==> config.mk <==
export PLATFORM = sky130hd
export DESIGN_NAME = dcache_hint
export DESIGN_NICKNAME = d
export VERILOG_FILES = /design/src/rtl/dcache_hint.sv
export SDC_FILE = /design/constraint.sdc
export NUM_CORES = 2
export LEC_CHECK = 0
export BUFFER_PORTS_ARGS = -buffer_cell sky130_fd_sc_hd__clkbuf_2
export CORE_MARGIN = 2
export CORE_UTILIZATION = 65
export CTS_BUF_LIST = sky130_fd_sc_hd__clkbuf_8
export CTS_CLUSTER_SIZE = 40
export DETAILED_ROUTE_END_ITERATION = 7
export PLACE_DENSITY_LB_ADDON = 0.05
export REMOVE_ABC_BUFFERS = 1
export SETUP_SLACK_MARGIN = 0.2
export SLEW_MARGIN = 10
export SYNTH_ARGS = -nofsm -noshare
export SYNTH_HDL_FRONTEND = slang
export SYNTH_SLANG_ARGS = --single-unit
==> constraint.sdc <==
create_clock -name clk -period 15.1 [get_ports clk]
set_input_delay 0.755 -clock clk [delete_from_list [all_inputs] [get_ports clk]]
set_output_delay 0.755 -clock clk [all_outputs]
set_load 0.03 [all_outputs]
==> src/rtl/dcache_hint.sv <==
module dcache_hint #(
  parameter int ADDR_W     = 12,
  parameter int WORD_W     = 32,
  parameter int LINE_WORDS = 4,
  parameter int SETS       = 8
) (
  input  logic                         clk,
  input  logic                         rst_n,
  input  logic                         cmd_valid,
  output logic                         cmd_ready,
  input  logic [2:0]                   cmd_op,
  input  logic [ADDR_W-1:0]            cmd_addr,
  input  logic [WORD_W-1:0]            cmd_wdata,
  output logic                         rsp_valid,
  output logic [WORD_W-1:0]            rsp_data,
  output logic                         mem_req,
  output logic                         mem_we,
  output logic [ADDR_W-1:0]            mem_addr,
  output logic [WORD_W*LINE_WORDS-1:0] mem_wdata,
  input  logic                         mem_ack,
  input  logic [WORD_W*LINE_WORDS-1:0] mem_rdata
);
  localparam int BYTE_OFF = $clog2(WORD_W / 8);
  localparam int WORD_OFF = $clog2(LINE_WORDS);
  localparam int OFF_W    = BYTE_OFF + WORD_OFF;
  localparam int IDX_W    = $clog2(SETS);
  localparam int TAG_W    = ADDR_W - OFF_W - IDX_W;
  localparam int LINE_W   = WORD_W * LINE_WORDS;

  localparam logic [2:0] OP_LOAD  = 3'd0;
  localparam logic [2:0] OP_STORE = 3'd1;
  localparam logic [2:0] OP_PREF  = 3'd2;
  localparam logic [2:0] OP_ZERO  = 3'd3;
  localparam logic [2:0] OP_DROP  = 3'd4;
  localparam logic [2:0] OP_EVICT = 3'd5;
  localparam logic [2:0] OP_ONCE  = 3'd6;

  typedef enum logic [1:0] {S_IDLE, S_LOOK, S_WB, S_FILL} state_t;

  state_t                state_q;
  logic [2:0]            op_q;
  logic [ADDR_W-1:0]     addr_q;
  logic [WORD_W-1:0]     wdata_q;
  logic                  way_q;
  logic                  we_q;
  logic [ADDR_W-1:0]     maddr_q;

  logic [TAG_W-1:0]      tag_q   [2][SETS];
  logic [LINE_W-1:0]     data_q  [2][SETS];
  logic                  valid_q [2][SETS];
  logic                  dirty_q [2][SETS];
  logic                  lru_q   [SETS];

  logic [IDX_W-1:0]      idx;
  logic [TAG_W-1:0]      tg;
  logic [WORD_OFF-1:0]   wsel;
  logic                  hit0, hit1, hit, hway;
  logic                  vway, vict_dirty;
  logic [LINE_W-1:0]     hit_line, st_line;
  logic [WORD_W-1:0]     hit_word;

  logic                  wr_en, wr_way;
  logic [LINE_W-1:0]     wr_line;

  assign idx  = addr_q[OFF_W +: IDX_W];
  assign tg   = addr_q[ADDR_W-1 -: TAG_W];
  assign wsel = addr_q[BYTE_OFF +: WORD_OFF];

  assign hit0 = valid_q[0][idx] && (tag_q[0][idx] == tg);
  assign hit1 = valid_q[1][idx] && (tag_q[1][idx] == tg);
  assign hit  = hit0 || hit1;
  assign hway = hit1;

  assign vway       = !valid_q[0][idx] ? 1'b0 : (!valid_q[1][idx] ? 1'b1 : lru_q[idx]);
  assign vict_dirty = valid_q[vway][idx] && dirty_q[vway][idx];

  assign hit_line = data_q[hway][idx];
  assign hit_word = hit_line[wsel*WORD_W +: WORD_W];

  always_comb begin
    st_line = hit_line;
    st_line[wsel*WORD_W +: WORD_W] = wdata_q;
  end

  assign cmd_ready = (state_q == S_IDLE);
  assign mem_req   = (state_q == S_WB) || (state_q == S_FILL);
  assign mem_we    = we_q;
  assign mem_addr  = maddr_q;
  assign mem_wdata = data_q[way_q][idx];

  always_comb begin
    wr_en   = 1'b0;
    wr_way  = hway;
    wr_line = st_line;
    case (state_q)
      S_LOOK: begin
        if (hit && op_q == OP_STORE) begin
          wr_en = 1'b1;
        end else if (hit && op_q == OP_ZERO) begin
          wr_en   = 1'b1;
          wr_line = '0;
        end else if (!hit && op_q == OP_ZERO && !vict_dirty) begin
          wr_en   = 1'b1;
          wr_way  = vway;
          wr_line = '0;
        end
      end
      S_FILL: begin
        if (mem_ack) begin
          wr_en   = 1'b1;
          wr_way  = way_q;
          wr_line = mem_rdata;
        end
      end
      default: ;
    endcase
  end

  always_ff @(posedge clk) begin
    if (wr_en) begin
      data_q[wr_way][idx] <= wr_line;
      tag_q[wr_way][idx]  <= tg;
    end
  end

  always_ff @(posedge clk or negedge rst_n) begin
    if (!rst_n) begin
      state_q   <= S_IDLE;
      op_q      <= OP_LOAD;
      addr_q    <= '0;
      wdata_q   <= '0;
      way_q     <= 1'b0;
      we_q      <= 1'b0;
      maddr_q   <= '0;
      rsp_valid <= 1'b0;
      rsp_data  <= '0;
      for (int s = 0; s < SETS; s++) begin
        valid_q[0][s] <= 1'b0;
        valid_q[1][s] <= 1'b0;
        dirty_q[0][s] <= 1'b0;
        dirty_q[1][s] <= 1'b0;
        lru_q[s]      <= 1'b0;
      end
    end else begin
      rsp_valid <= 1'b0;
      case (state_q)
        S_IDLE: begin
          if (cmd_valid) begin
            op_q    <= cmd_op;
            addr_q  <= cmd_addr;
            wdata_q <= cmd_wdata;
            state_q <= S_LOOK;
          end
        end
        S_LOOK: begin
          case (op_q)
            OP_LOAD, OP_STORE, OP_PREF, OP_ONCE: begin
              if (hit) begin
                lru_q[idx] <= (op_q == OP_ONCE) ? hway : ~hway;
                if (op_q == OP_STORE) dirty_q[hway][idx] <= 1'b1;
                rsp_data  <= (op_q == OP_LOAD || op_q == OP_ONCE) ? hit_word : '0;
                rsp_valid <= 1'b1;
                state_q   <= S_IDLE;
              end else begin
                way_q <= vway;
                if (vict_dirty) begin
                  we_q    <= 1'b1;
                  maddr_q <= {tag_q[vway][idx], idx, {OFF_W{1'b0}}};
                  state_q <= S_WB;
                end else begin
                  we_q    <= 1'b0;
                  maddr_q <= {tg, idx, {OFF_W{1'b0}}};
                  state_q <= S_FILL;
                end
              end
            end
            OP_ZERO: begin
              if (hit) begin
                dirty_q[hway][idx] <= 1'b1;
                lru_q[idx]         <= ~hway;
                rsp_data           <= '0;
                rsp_valid          <= 1'b1;
                state_q            <= S_IDLE;
              end else if (vict_dirty) begin
                way_q   <= vway;
                we_q    <= 1'b1;
                maddr_q <= {tag_q[vway][idx], idx, {OFF_W{1'b0}}};
                state_q <= S_WB;
              end else begin
                valid_q[vway][idx] <= 1'b1;
                dirty_q[vway][idx] <= 1'b1;
                lru_q[idx]         <= ~vway;
                rsp_data           <= '0;
                rsp_valid          <= 1'b1;
                state_q            <= S_IDLE;
              end
            end
            OP_DROP: begin
              if (hit) begin
                valid_q[hway][idx] <= 1'b0;
                dirty_q[hway][idx] <= 1'b0;
              end
              rsp_data  <= '0;
              rsp_valid <= 1'b1;
              state_q   <= S_IDLE;
            end
            OP_EVICT: begin
              if (hit && dirty_q[hway][idx]) begin
                way_q   <= hway;
                we_q    <= 1'b1;
                maddr_q <= {tg, idx, {OFF_W{1'b0}}};
                state_q <= S_WB;
              end else begin
                if (hit) valid_q[hway][idx] <= 1'b0;
                rsp_data  <= '0;
                rsp_valid <= 1'b1;
                state_q   <= S_IDLE;
              end
            end
            default: begin
              rsp_data  <= '0;
              rsp_valid <= 1'b1;
              state_q   <= S_IDLE;
            end
          endcase
        end
        S_WB: begin
          if (mem_ack) begin
            valid_q[way_q][idx] <= 1'b0;
            dirty_q[way_q][idx] <= 1'b0;
            state_q             <= S_LOOK;
          end
        end
        S_FILL: begin
          if (mem_ack) begin
            valid_q[way_q][idx] <= 1'b1;
            dirty_q[way_q][idx] <= 1'b0;
            state_q             <= S_LOOK;
          end
        end
        default: state_q <= S_IDLE;
      endcase
    end
  end


  mem_hold_chk: assert property (@(posedge clk) disable iff (!rst_n)
    mem_req && !mem_ack |=> mem_req && $stable(mem_addr) && $stable(mem_we));


  rsp_pulse_chk: assert property (@(posedge clk) disable iff (!rst_n)
    rsp_valid |=> !rsp_valid);


  busy_after_accept_chk: assert property (@(posedge clk) disable iff (!rst_n)
    cmd_valid && cmd_ready |=> !cmd_ready);


  no_req_when_idle_chk: assert property (@(posedge clk) disable iff (!rst_n)
    mem_req |-> !cmd_ready);


  drop_no_write_chk: assert property (@(posedge clk) disable iff (!rst_n)
    mem_req && mem_we |-> op_q != OP_DROP);


  zero_no_read_chk: assert property (@(posedge clk) disable iff (!rst_n)
    mem_req && !mem_we |-> op_q != OP_ZERO);


  pref_no_data_chk: assert property (@(posedge clk) disable iff (!rst_n)
    rsp_valid && op_q == OP_PREF |-> rsp_data == '0);
endmodule

==> flow_summary.json <==
{
  "power_density_nw_per_um2": 237,
  "ys_ff_latch": 2258,
  "grt_antenna_before_repair": 21,
  "layout_common_cells": "2128 x edfxtp_1, 818 x mux4_2, 532 x nand2_1",
  "hpwl_mm": 199,
  "grt_pass1_vias": 70600,
  "num_vias": 72700,
  "endpoint_kind": "flip-flop",
  "max_clock_freq_ghz": 0.114,
  "root_buffer": "clkbuf_8",
  "netlist_instances": 6408,
  "avgSynthCellArea_um2": 16.6,
  "hp-class": "in -> reg",
  "yosysWarnings": 0,
  "cts.sinks": 2258,
  "leakage_nw": 39.3,
  "first_iter_violations": 13700,
  "dp_cells": 8643,
  "startpoint_type": "flip-flop",
  "final-seq-area_um2": 67200,
  "crit_chain": "buf_4 > inv_2 > buf_4 > a211oi_1 > nor4_1 > o221a_2 > nand3_4 > nand2_1 > nor3_1 > o31a_2 > buf_4 > buf_4 > and2_1 > a221o_1",
  "skew_ps": 49.7,
  "crit_slowest_cell": "dfrtp_4",
  "wl_per_cell_um": 38.7,
  "critPathTopFamily": "buffers and inverters",
  "crit_type": "reg -> reg",
  "final_common_cell": "edfxtp_1",
  "port_buffers": 348,
  "synth_flop_cell": "edfxtp_1",
  "cp_num_buf_inv": 5,
  "finish.net_count": 7076,
  "gr-total-overflow": 0,
  "cts_tree": "yes",
  "yosysTopAreaCell": "edfxtp_1",
  "die_y_um": 409,
  "fp.dieW_um": 409,
  "start_util_pct": 65.4,
  "cts-htree-levels": 5,
  "ioPinCount": 355,
  "finalHoldViolations": 0,
  "routabilityCongestion": 0.913,
  "synth_area_leaders": "edfxtp_1 60%, mux4_2 17%, mux2i_1 3.8%, dfrtp_1 3.1%, nand2_1 1.9%",
  "post_cts_buffers": 0,
  "crit_fanout": 40,
  "period_needed_ps": 8780,
  "slew_viol_final": 0,
  "relSlewSlack_pct": 9.38,
  "dieArea_um2": 167000,
  "setup_viol": 0,
  "core-area_um2": 163000,
  "critPathMaxStageDelay_ps": 1010,
  "routed_wl_mm": 363,
  "ir_drop_v": 0.000195,
  "cts_buffer_depth": 4,
  "drive_gt1_share_pct": 28.8,
  "worst_path_most_repeated_cell": "buf_4",
  "synth_top_area_share_pct": 60.0,
  "ys_types": 84,
  "arrival_ps": 9570,
  "period_share_pct": 58.2,
  "grt_usage_pct": 43.4,
  "cts_hold_buf": 49,
  "drt.antenna.violating_nets": 0,
  "ys_seq_area_share_pct": 63.1,
  "worstPathRequired_ps": 15890,
  "area_growth_pct": 11.5,
  "final_cells": 9379,
  "fill_cells": 10000,
  "drcViolationCount": 0,
  "grt_max_degree": 139,
  "first_pass_iters": 8,
  "clk_pin_slew_worst_paths_ps": 60,
  "vias_per_cell": 7.75,
  "async_flop_share_pct": 5.76,
  "cts_made_buffers": 373,
  "rsz0062_at_grt": "no",
  "cts_resized": 0,
  "tns_ps": 0,
  "grt_pass1_wl_mm": 509,
  "max-cap-violations": 0,
  "multiInputGateArea_um2": 37300,
  "tightest_slew_ps": 1350,
  "status": "completed",
  "synth_edf_count": 2128,
  "synth.cell_area_um2": 106000,
  "row_count": 148,
  "clock_latency_ps": 1120
}
sequential cells by signal, summed over array words and instances (netlist names), 8 cells and up:
signal and count:
tag_q 80, addr_q 10, data_q 2048, wdata_q 32
rsp_data 32, mem_addr 8, lru_q 8, valid_q 16
dirty_q 16
where the power goes:
part	total (W)	switching [W]	internal, W
clock	0.00518	0.00247	0.00271
sequential	0.00987	0.000503	0.00937
combinational	0.0130	0.00873	0.00431
total	0.0281	0.0117	0.0164
worst paths after layout:
path | start | endpoint | slack, ps | cells after the start
setup reg to reg | addr_q[5] | data_q[1][506] | 6320 | 14
max in group asynchronous | rst_n | addr_q[5] | 13330 | 3
hold reg to reg | lru_q[6] | lru_q[6] | 500 | 1
setup / recovery | addr_q[5] | data_q[1][506] | 6320 | 14
hold / removal | mem_rdata[60] | data_q[0][956] | 140 | 3
min in group asynchronous | rst_n | rsp_data[5] | 250 | 2
cell type report:
cell class	instances	share of cell area, %
tap	2175	2.29
clock inverter	255	1.18
antenna	24	0.0506
sequential	2258	56.6
multi-input combinational	3584	31.4
timing repair buffer	648	3.67
inverter	27	0.0864
clock buffer	408	4.73
routing by layer:
metal,GRT usage [%],up-vias,wire (um)
met4,24.5,22,23600
met3,14.0,1308,61300
met2,62.5,6911,159000
li1,-,27900,-
met5,0.316,-,306
met1,59.2,36600,119000
synth_stat cells, drive strengths merged (12+ instances only):
| cell type | n |
|---|---|
| dfrtp | 130 |
| or3 | 14 |
| and3 | 17 |
| o31a | 38 |
| a221oi | 12 |
| mux4 | 818 |
| a31oi | 24 |
| o31ai | 27 |
| a32o | 43 |
| o22ai | 197 |
| a211oi | 61 |
| nor2 | 173 |
| mux2i | 403 |
| a221o | 31 |
| a2bb2oi | 24 |
| inv | 27 |
| edfxtp | 2128 |
| a22oi | 103 |
| a32oi | 66 |
| nor3 | 65 |
| nor4 | 32 |
| nand4 | 28 |
| mux2 | 100 |
| nand2 | 542 |
| clkbuf | 361 |
| o221ai | 18 |
| o2bb2ai | 13 |
| a21oi | 210 |
| o22a | 19 |
| nand3 | 61 |
| buf | 181 |
| o211ai | 30 |
| a22o | 49 |
| o21ai | 182 |
per-stage QoR:
| stage | instance area (um2) | total power, W | utilization [%] | worst slack (ps) | hold slack (ps) |
|---|---|---|---|---|---|
| after detailed placement | 111000 | 0.0225 | 68.3 | 6510 | 491 |
| after global routing | 119000 | 0.0288 | 72.9 | 6090 | 143 |
| after floorplan | 104000 | 0.0219 | - | -87440 | 459 |
| after CTS | 119000 | 0.0276 | 72.9 | 6440 | 50.5 |
| final | 119000 | 0.0281 | 72.9 | 6320 | 141 |
| after global placement | 111000 | 0.0223 | 68.3 | 6570 | 478 |
worst reg2reg max path, stage by stage (launching register included):
cell and delay (ps):
dfrtp_4 1010, buf_4 770, inv_2 730, buf_4 490, a211oi_1 370, nor4_1 160, o221a_2 390, nand3_4 380
nand2_1 410, nor3_1 490, o31a_2 610, buf_4 560, buf_4 480, and2_1 960, a221o_1 660
kinds of logic (layout without fill, tap and decap cells):
group,count (synthesis),in the layout,synth area share (%)
compound gates,1246,1246,8.23
xor+xnor,3,3,0.0247
fa+ha+maj,5,5,0.0588
buf+inv,569,1338,2.27
flops,2258,2258,63.1
mux,1321,1321,22.2
other cells,1,28,0.00352
simple gates,1005,1005,4.17
(Power assumes the default switching activity.)
